File: src/rtl/irqc_pkg.sv
package irqc_pkg;
  // Response sequencer: waiting for a request, or counting toward vector fetch
  typedef enum logic [0:0] {
    SEQ_IDLE = 1'b0,
    SEQ_RESP = 1'b1
  } seq_state_e;
endpackage

File: src/rtl/irqc_src_bank.sv
module irqc_src_bank #(
  parameter int unsigned NUM_SRC = 8,
  parameter logic [NUM_SRC-1:0] LEVEL_MASK = '0
) (
  input  logic               clk,
  input  logic               rst_n,
  input  logic [NUM_SRC-1:0] src_i,
  input  logic               clr_we_i,
  input  logic [NUM_SRC-1:0] clr_i,
  input  logic               en_we_i,
  input  logic [NUM_SRC-1:0] en_wdata_i,
  input  logic [NUM_SRC-1:0] serve_i,
  output logic [NUM_SRC-1:0] flag_o,
  output logic [NUM_SRC-1:0] en_o,
  output logic [NUM_SRC-1:0] pend_o
);

  logic [NUM_SRC-1:0] en_q;

  always_ff @(posedge clk or negedge rst_n) begin
    if (!rst_n) begin
      en_q <= '0;
    end else if (en_we_i) begin
      en_q <= en_wdata_i;
    end
  end

  assign en_o = en_q;

  for (genvar i = 0; i < NUM_SRC; i++) begin : g_src
    if (LEVEL_MASK[i]) begin : g_level
      // A level source keeps no state: it requests only while its input is high
      logic unused_lvl;
      assign unused_lvl = clr_i[i] ^ serve_i[i];
      assign flag_o[i]  = 1'b0;
      assign pend_o[i]  = src_i[i] & en_q[i];
    end else begin : g_flag
      logic flag_q;
      logic flag_d;

      // A new event beats both the software clear and the hardware clear
      always_comb begin
        flag_d = flag_q;
        if (serve_i[i])             flag_d = 1'b0;
        if (clr_we_i && clr_i[i])   flag_d = 1'b0;
        if (src_i[i])               flag_d = 1'b1;
      end

      always_ff @(posedge clk or negedge rst_n) begin
        if (!rst_n) begin
          flag_q <= 1'b0;
        end else begin
          flag_q <= flag_d;
        end
      end

      assign flag_o[i] = flag_q;
      assign pend_o[i] = flag_q & en_q[i];


      flag_latch_chk: assert property (@(posedge clk) disable iff (!rst_n)
        src_i[i] |=> flag_o[i]);
    end
  end

endmodule

File: src/rtl/irqc_prio_pick.sv
module irqc_prio_pick #(
  parameter int unsigned NUM_SRC = 8,
  parameter int unsigned VEC_W   = 4
) (
  input  logic [NUM_SRC-1:0] pend_i,
  output logic               any_o,
  output logic [NUM_SRC-1:0] grant_o,
  output logic [VEC_W-1:0]   vec_o
);

  // Scan from the lowest priority upward so that the lowest index is written last
  always_comb begin
    grant_o = '0;
    vec_o   = '0;
    for (int i = NUM_SRC - 1; i >= 0; i--) begin
      if (pend_i[i]) begin
        grant_o    = '0;
        grant_o[i] = 1'b1;
        vec_o      = VEC_W'(i + 1);
      end
    end
  end

  assign any_o = |pend_i;

endmodule

File: src/rtl/irqc_gate_seq.sv
module irqc_gate_seq
  import irqc_pkg::*;
#(
  parameter int unsigned NUM_SRC     = 8,
  parameter int unsigned VEC_W       = 4,
  parameter int unsigned RESP_CYCLES = 4
) (
  input  logic               clk,
  input  logic               rst_n,
  input  logic               retire_i,
  input  logic               reti_i,
  input  logic               sei_i,
  input  logic               cli_i,
  input  logic               any_i,
  input  logic [NUM_SRC-1:0] grant_i,
  input  logic [VEC_W-1:0]   vec_i,
  output logic [NUM_SRC-1:0] serve_o,
  output logic               gie_o,
  output logic               ack_o,
  output logic [VEC_W-1:0]   vec_o,
  output logic               fetch_o
);

  localparam int unsigned CNT_W = $clog2(RESP_CYCLES + 1);

  seq_state_e       state_q, state_d;
  logic [CNT_W-1:0] cnt_q, cnt_d;
  logic             gie_q, gie_d;
  logic             ack_q;
  logic [VEC_W-1:0] vec_q;
  logic             accept;
  logic             shadow;

  // RETI and SEI push acceptance past one further instruction, and CLI acts in its own cycle
  assign shadow = reti_i | sei_i | cli_i;
  assign accept = (state_q == SEQ_IDLE) & retire_i & gie_q & any_i & ~shadow;
  assign serve_o = accept ? grant_i : '0;

  always_comb begin
    gie_d = gie_q;
    if (accept || (retire_i && cli_i)) begin
      gie_d = 1'b0;
    end else if (retire_i && (reti_i || sei_i)) begin
      gie_d = 1'b1;
    end
  end

  always_comb begin
    state_d = state_q;
    cnt_d   = cnt_q;
    unique case (state_q)
      SEQ_IDLE: begin
        if (accept) begin
          state_d = SEQ_RESP;
          cnt_d   = CNT_W'(RESP_CYCLES);
        end
      end
      SEQ_RESP: begin
        cnt_d = cnt_q - CNT_W'(1);
        if (cnt_q == CNT_W'(1)) begin
          state_d = SEQ_IDLE;
        end
      end
      default: begin
        state_d = SEQ_IDLE;
        cnt_d   = '0;
      end
    endcase
  end

  always_ff @(posedge clk or negedge rst_n) begin
    if (!rst_n) begin
      state_q <= SEQ_IDLE;
      cnt_q   <= '0;
      gie_q   <= 1'b0;
      ack_q   <= 1'b0;
    end else begin
      state_q <= state_d;
      cnt_q   <= cnt_d;
      gie_q   <= gie_d;
      ack_q   <= accept;
    end
  end

  always_ff @(posedge clk or negedge rst_n) begin
    if (!rst_n) begin
      vec_q <= '0;
    end else if (accept) begin
      vec_q <= vec_i;
    end
  end

  assign gie_o   = gie_q;
  assign ack_o   = ack_q;
  assign vec_o   = vec_q;
  assign fetch_o = (state_q == SEQ_RESP) && (cnt_q == CNT_W'(1));


  ack_needs_gie_chk: assert property (@(posedge clk) disable iff (!rst_n)
    ack_q |-> $past(gie_q));


  vec_nonzero_chk: assert property (@(posedge clk) disable iff (!rst_n)
    ack_q |-> (vec_q != '0));


  entry_clears_gie_chk: assert property (@(posedge clk) disable iff (!rst_n)
    ack_q |-> !gie_q);


  shadow_blocks_chk: assert property (@(posedge clk) disable iff (!rst_n)
    (retire_i && (reti_i || sei_i)) |=> !ack_q);


  cli_blocks_chk: assert property (@(posedge clk) disable iff (!rst_n)
    (retire_i && cli_i) |=> (!ack_q && !gie_q));

endmodule

File: src/rtl/irq_vec_ctrl.sv
module irq_vec_ctrl #(
  parameter int unsigned NUM_SRC            = 8,
  parameter logic [NUM_SRC-1:0] LEVEL_MASK  = 8'hC0,
  parameter int unsigned RESP_CYCLES        = 4,
  localparam int unsigned VEC_W             = $clog2(NUM_SRC + 1)
) (
  input  logic               clk,
  input  logic               rst_n,
  input  logic [NUM_SRC-1:0] src_i,
  input  logic               flag_clr_we_i,
  input  logic [NUM_SRC-1:0] flag_clr_i,
  input  logic               en_we_i,
  input  logic [NUM_SRC-1:0] en_wdata_i,
  input  logic               retire_i,
  input  logic               reti_i,
  input  logic               sei_i,
  input  logic               cli_i,
  output logic [NUM_SRC-1:0] flag_o,
  output logic [NUM_SRC-1:0] en_o,
  output logic               gie_o,
  output logic               ack_o,
  output logic [VEC_W-1:0]   vec_o,
  output logic               fetch_o
);

  logic [NUM_SRC-1:0] pend;
  logic [NUM_SRC-1:0] grant;
  logic [NUM_SRC-1:0] serve;
  logic [VEC_W-1:0]   pick_vec;
  logic               any_pend;

  irqc_src_bank #(
    .NUM_SRC    (NUM_SRC),
    .LEVEL_MASK (LEVEL_MASK)
  ) u_bank (
    .clk        (clk),
    .rst_n      (rst_n),
    .src_i      (src_i),
    .clr_we_i   (flag_clr_we_i),
    .clr_i      (flag_clr_i),
    .en_we_i    (en_we_i),
    .en_wdata_i (en_wdata_i),
    .serve_i    (serve),
    .flag_o     (flag_o),
    .en_o       (en_o),
    .pend_o     (pend)
  );

  irqc_prio_pick #(
    .NUM_SRC (NUM_SRC),
    .VEC_W   (VEC_W)
  ) u_pick (
    .pend_i  (pend),
    .any_o   (any_pend),
    .grant_o (grant),
    .vec_o   (pick_vec)
  );

  irqc_gate_seq #(
    .NUM_SRC     (NUM_SRC),
    .VEC_W       (VEC_W),
    .RESP_CYCLES (RESP_CYCLES)
  ) u_seq (
    .clk      (clk),
    .rst_n    (rst_n),
    .retire_i (retire_i),
    .reti_i   (reti_i),
    .sei_i    (sei_i),
    .cli_i    (cli_i),
    .any_i    (any_pend),
    .grant_i  (grant),
    .vec_i    (pick_vec),
    .serve_o  (serve),
    .gie_o    (gie_o),
    .ack_o    (ack_o),
    .vec_o    (vec_o),
    .fetch_o  (fetch_o)
  );

endmodule

File: config.mk
export PLATFORM = sky130hd
export DESIGN_NAME = irq_vec_ctrl
export DESIGN_NICKNAME = d
export VERILOG_FILES = /design/src/rtl/irqc_pkg.sv /design/src/rtl/irqc_src_bank.sv /design/src/rtl/irqc_prio_pick.sv /design/src/rtl/irqc_gate_seq.sv /design/src/rtl/irq_vec_ctrl.sv
export SDC_FILE = /design/constraint.sdc
export NUM_CORES = 1
export LEC_CHECK = 0
export ABC_CLOCK_PERIOD_IN_PS = 3450
export BUFFER_PORTS_ARGS = -buffer_cell sky130_fd_sc_hd__buf_2
export CORE_ASPECT_RATIO = 1.25
export CORE_UTILIZATION = 51
export CTS_CLUSTER_DIAMETER = 100
export DETAILED_ROUTE_END_ITERATION = 16
export PLACE_DENSITY = 0.88
export SLEW_MARGIN = 5
export SYNTH_ARGS = -nofsm -noshare
export SYNTH_HDL_FRONTEND = slang
export SYNTH_HIERARCHICAL = 1
export SYNTH_SLANG_ARGS = --single-unit
File: constraint.sdc
create_clock -name clk -period 3.45 [get_ports clk]
set_input_delay 0.5175 -clock clk [delete_from_list [all_inputs] [get_ports clk]]
set_output_delay 0.5175 -clock clk [all_outputs]
set_load 0.05 [all_outputs]
Word-level counts from Yosys, hierarchy flattened
Index checks and enable logic that the tools add are counted.
{"block": "totals", "register_bits": 24, "inputBits": 32, "mem_bits_rw": 0, "mem_count": 0, "mem_bits_ro": 0, "latch_bits": 0, "elab_cells": 91, "out_inout_bits": 23}
{"block": "op_classes", "bitwise": 16, "n_mul": 0, "muxes": 41, "reduce_logical": 19, "n_addsub": 1, "order_cmp": 0, "eq_ne": 2, "shifts": 0, "div_mod_pow": 0}
{"operator": "$mux 6", "n": 8}
{"operator": "$mux 4", "n": 8}
{"operator": "$mux 1", "n": 22}
{"operator": "$reduce_bool 3->1", "n": 6}
{"operator": "$and 1x1->1", "n": 12}
{"operator": "$logic_and 1x1->1", "n": 9}
{"operator": "$reduce_or 8->1", "n": 1}
{"operator": "$pmux 3 s2", "n": 1}
{"operator": "$eq 3x1->1 const B", "n": 1}
{"operator": "$mux 3", "n": 1}
{"operator": "$sub 3x1->3 const B", "n": 1}
{"operator": "$logic_or 1x1->1", "n": 2}
{"operator": "$ne 2x1->1 const B", "n": 1}
{"operator": "$not 1->1", "n": 2}
{"operator": "$or 1x1->1", "n": 2}
{"operator": "$pmux 1 s2", "n": 1}
{"operator": "$reduce_bool 2->1", "n": 1}

Logic depth before layout (Yosys ltp)
{"block": "logic_depth", "word_depth": 12, "ltp_mapped": 10, "mapped_depth_nobuf": 9}

By module
Netlist, hierarchy kept.
{"mod": "irqc_src_bank", "cells_per_inst": 58, "area_per_inst_um2": 693.2, "seq_area_each_um2": 350.3, "n_inst": 1}
{"mod": "irqc_gate_seq", "cells_per_inst": 44, "area_per_inst_um2": 521.8, "seq_area_each_um2": 250.2, "n_inst": 1}
{"mod": "irqc_prio_pick", "cells_per_inst": 25, "area_per_inst_um2": 157.7, "seq_area_each_um2": 0.0, "n_inst": 1}

Worst setup path before layout
OpenSTA, ideal clock, no wires.
{"block": "synth_path", "path_type": "register to register", "from": "reg u_bank.en_q[0], in the netlist u_bank/en_o[0]", "to": "reg u_bank.g_src[4].g_flag.flag_q", "path_stages_with_launch": 11, "required_time_ps": 3330, "arrival_time_ps": 2169, "setup_time_ps": 120, "synth_period_minus_slack_ps": 2290, "setup_slack_ps": 1160, "n_path_buf": 1, "path_cell_list": "dfrtp_1 > and2_1 > or3_4 > nor3_2 > nand3b_1 > nand2b_4 > nor4_4 > buf_6 > and2_1 > inv_1 > a31o_2"}
{"block": "synth_between", "elab_chain_cells": 6, "word_cells_on_any_way": 7, "cone_classes": "mux (2); bitwise (3); reduce/logical (2)"}
{"item": "start, declared", "line_no": "irqc_src_bank.sv:18", "source": "logic [NUM_SRC-1:0] en_q;"}
{"item": "start signal, assigned", "line_no": "irqc_src_bank.sv:24", "source": "en_q <= en_wdata_i;"}
{"item": "$and 1x1->1", "line_no": "irqc_src_bank.sv:58", "source": "assign pend_o[i] = flag_q & en_q[i];"}
{"item": "net pend[0]", "line_no": "irq_vec_ctrl.sv:26", "source": "logic [NUM_SRC-1:0] pend;"}
{"item": "$reduce_or 8->1", "line_no": "irqc_prio_pick.sv:24", "source": "assign any_o = |pend_i;"}
{"item": "net any_pend", "line_no": "irq_vec_ctrl.sv:30", "source": "logic any_pend;"}
{"item": "$and 1x1->1 (2 in series)", "line_no": "irqc_gate_seq.sv:36", "source": "assign accept = (state_q == SEQ_IDLE) & retire_i & gie_q & any_i & ~shadow;"}
{"item": "net u_seq.accept", "line_no": "irqc_gate_seq.sv:31", "source": "logic accept;"}
{"item": "$mux 6", "line_no": "irqc_gate_seq.sv:37", "source": "assign serve_o = accept ? grant_i : '0;"}
{"item": "net serve[4]", "line_no": "irq_vec_ctrl.sv:28", "source": "logic [NUM_SRC-1:0] serve;"}
{"item": "$reduce_bool 3->1 (no line)"}
{"item": "end signal, assigned", "line_no": "irqc_src_bank.sv:53", "source": "flag_q <= flag_d;"}
{"item": "end, declared", "line_no": "irqc_src_bank.sv:38", "source": "logic flag_q;"}
The timed path passes the listed nets, and every way through them passes these cells.
A chain may end at the register's enable or synchronous reset.

Final worst setup path
{"block": "layout_path", "from": "reg u_bank.en_q[0], in the netlist u_bank/en_o[0]", "to": "reg u_bank.g_src[4].g_flag.flag_q"}
{"block": "layout_between", "elab_chain_cells": 6, "word_cells_on_any_way": 7, "cone_classes": "mux (2); bitwise (3); reduce/logical (2)"}
{"item": "$and 1x1->1", "line_no": "irqc_src_bank.sv:58"}
{"item": "net pend[0]", "line_no": "irq_vec_ctrl.sv:26"}
{"item": "$reduce_or 8->1", "line_no": "irqc_prio_pick.sv:24"}
{"item": "net any_pend", "line_no": "irq_vec_ctrl.sv:30"}
{"item": "$and 1x1->1 (2 in series)", "line_no": "irqc_gate_seq.sv:36"}
{"item": "$mux 6", "line_no": "irqc_gate_seq.sv:37"}
{"item": "net serve[4]", "line_no": "irq_vec_ctrl.sv:28"}
{"item": "$reduce_bool 3->1 (no line)"}
The timed path passes the listed nets, and every way through them passes these cells.

==> results.md <==
- Fillers: 210
- Actual slew at the worst max-slew pin: 740.9 ps
- Mapped cell area: 1348 um^2
- Setup violators final: 0
- Post-DP HPWL: 1928 um
- Hold crit path type: in2async
- Tot GR Track Use: 19.29%
- Clock skew: 3.732 ps
- Post-CTS Hold Buffers: 0
- FMAX: 444.2 MHz
- Area of the core: 2477 um^2
- DR vias: 993
- Clk_lat worst skew: 300 ps
- Startpoint Class: flop
- Die width: 47.98 um
- Clock Sink Count: 24
- Avg Vias per Cell: 4.990
- Slew Viols, Final: 0
- Post-route insts no fill: 199
- MaxCap Viol Count: 0
- Site Rows: 20
- I/O Pins: 55
- Vias in the first global route: 1048
- Initial antenna violation count: 0
- Critical Path Max Stage Delay: 630 ps
- CTS buffer count: 3
- Critical path peak fanout: 15
- Post-Syn Instances: 124
- P_leak: 0.7790 nW
- Crit path DAT: 2450 ps
- DP Cell Count: 196
- Post-route cell area: 1568 um^2
- Multi-input gate area: 611.8 um^2
- DR WL/cell: 11.94 um
- Antenna Violating Nets Remaining: 0
- Nets: 202
- Status: finished clean
- Final min period: 2251 ps
- Postcts setup bufs: 0
- First DRT Iteration DRCs: 20
- Tcrit/Tclk final: 65.25%
- Slew Limit Headroom: 50.23%
- Cell repeated most along the worst path: and2_1
- Worst VDD drop: 0.3573 mV
- RR Endpoint: u_bank/g_src[4].g_flag.flag_q
- ANT cells: 0
- Setup TNS: 0 ps
- Pwr dens: 533.8 nW/um^2
- RSZ-0062 raised after global routing: no
- Post-cts sizing count: 0
- Pwr Total: 836.9 uW
- TritonCTS clock tree: yes
- Flop-to-flop setup slack: 1200 ps
- RePlAce Congestion: 0.7996
- DRT Wirelength: 2377 um
- Die ar.: 2853 um^2
- Worst path required time: 3650 ps
- Share of layout cells above drive strength 1: 46.99%
- P&R area growth vs syn: 16.34%
- Yosys warnings: 6
- First-pass DRT Iterations: 4
- Register area: 600.6 um^2
- Synth Area per Inst: 10.87 um^2
- Reg2Reg Launch Point: u_bank/en_o[0]
- Worst-path clk slew: 120 ps
- Fin. Hold Viols: 0
- Port bufs: 50
- FF-to-FF path depth: 9
- Root buffer cell: clkbuf_4
- Kind of critical path: reg2reg
- First-pass GRT wire length: 4112 um
- H-tree Lvls: 1
- CP Cell Sequence: and2_1, or3_4, nor3_2, nand3b_1, nand2b_4, nor4_4, and2_1, inv_1, a31o_2
- Chip height: 59.47 um
- GRT overflow: 0
- Max Buffers Root-to-Sink: 2
- Remaining DRCs: 0
- Post-place instance area: 1545 um^2
- CP Capture Type: flop
- CP max stage cell: nor4_4
- Initial Util: 54.39%
- Largest net degree at the start of global routing: 25
state kept, by name, indices dropped and copies added (netlist names):
signal / flops
u_bank/en_o: 8
u_bank/g_src.g_flag.flag_q: 6
u_seq/ack_o: 1
u_seq/cnt_q: 3
u_seq/gie_o: 1
u_seq/state_q: 1
u_seq/vec_o: 4
critical path, delay by kind of cell (launching register included):
family / cells / cell delay (ps)
AND/OR/NAND/NOR: 7 / 1530
flip-flops: 1 / 390
buffers and inverters: 1 / 40
AO/OA/AOI/OAI: 1 / 180
cell type report:
class	instances	share of cell area (%)
tap	33	2.634
sequential	24	38.31
clock buffer	3	1.437
multi-input combinational	78	39.03
timing repair buffer	50	15.96
inverter	11	2.634
how the worst max path moves through the flow:
stage / from / slack, ps / cells past startpoint / end
finish: u_bank/en_o[0] / 1200 / 9 / u_bank/g_src[4].g_flag.flag_q
global route: u_bank/en_o[0] / 1000 / 9 / u_bank/g_src[4].g_flag.flag_q
CTS: u_bank/en_o[0] / 1180 / 9 / u_bank/g_src[2].g_flag.flag_q
detailed placement: src_i[6] / 1210 / 9 / u_bank/g_src[2].g_flag.flag_q
global placement: src_i[6] / 1220 / 9 / u_bank/g_src[2].g_flag.flag_q
floorplan: u_bank/en_o[0] / 1200 / 10 / u_bank/g_src[4].g_flag.flag_q
report_power, final:
part	leakage [nW]	internal, mW	switching (mW)
clock	0.0138	0.0406	0.0742
combinational	0.484	0.126	0.219
sequential	0.281	0.336	0.0418
total	0.779	0.502	0.335
per-stage QoR:
| stage | hold WS (ps) | util (%) | setup WS, ps |
|---|---|---|---|
| 2_1_floorplan | 221.9 | - | 1196 |
| 3_3_place_gp | 492.8 | 62.37 | 1215 |
| 3_5_place_dp | 495.1 | 62.37 | 1210 |
| 4_1_cts | 182.0 | 63.28 | 1176 |
| 5_1_grt | 197.4 | 63.28 | 1001 |
| 6_report | 175.6 | 63.28 | 1199 |
placed cells by master (no fill, tap or decap), types with 3 or more instances in the layout:
cell and count:
clkbuf_4 3, mux2_2 4, nand2_1 8, inv_1 11
mux2_4 8, a31o_2 6, and2_1 15, nor2_1 4
buf_2 50, o21ai_0 3, a21oi_1 4, dfrtp_1 24
layer usage:
metal / global-route usage, % / routed length [um]
met1: 22.31 / 998
met4: 2.778 / 0
met5: 0 / 0
met3: 3.354 / 117
met2: 36.10 / 1260
No activity file was read; power rests on OpenSTA's default activity.
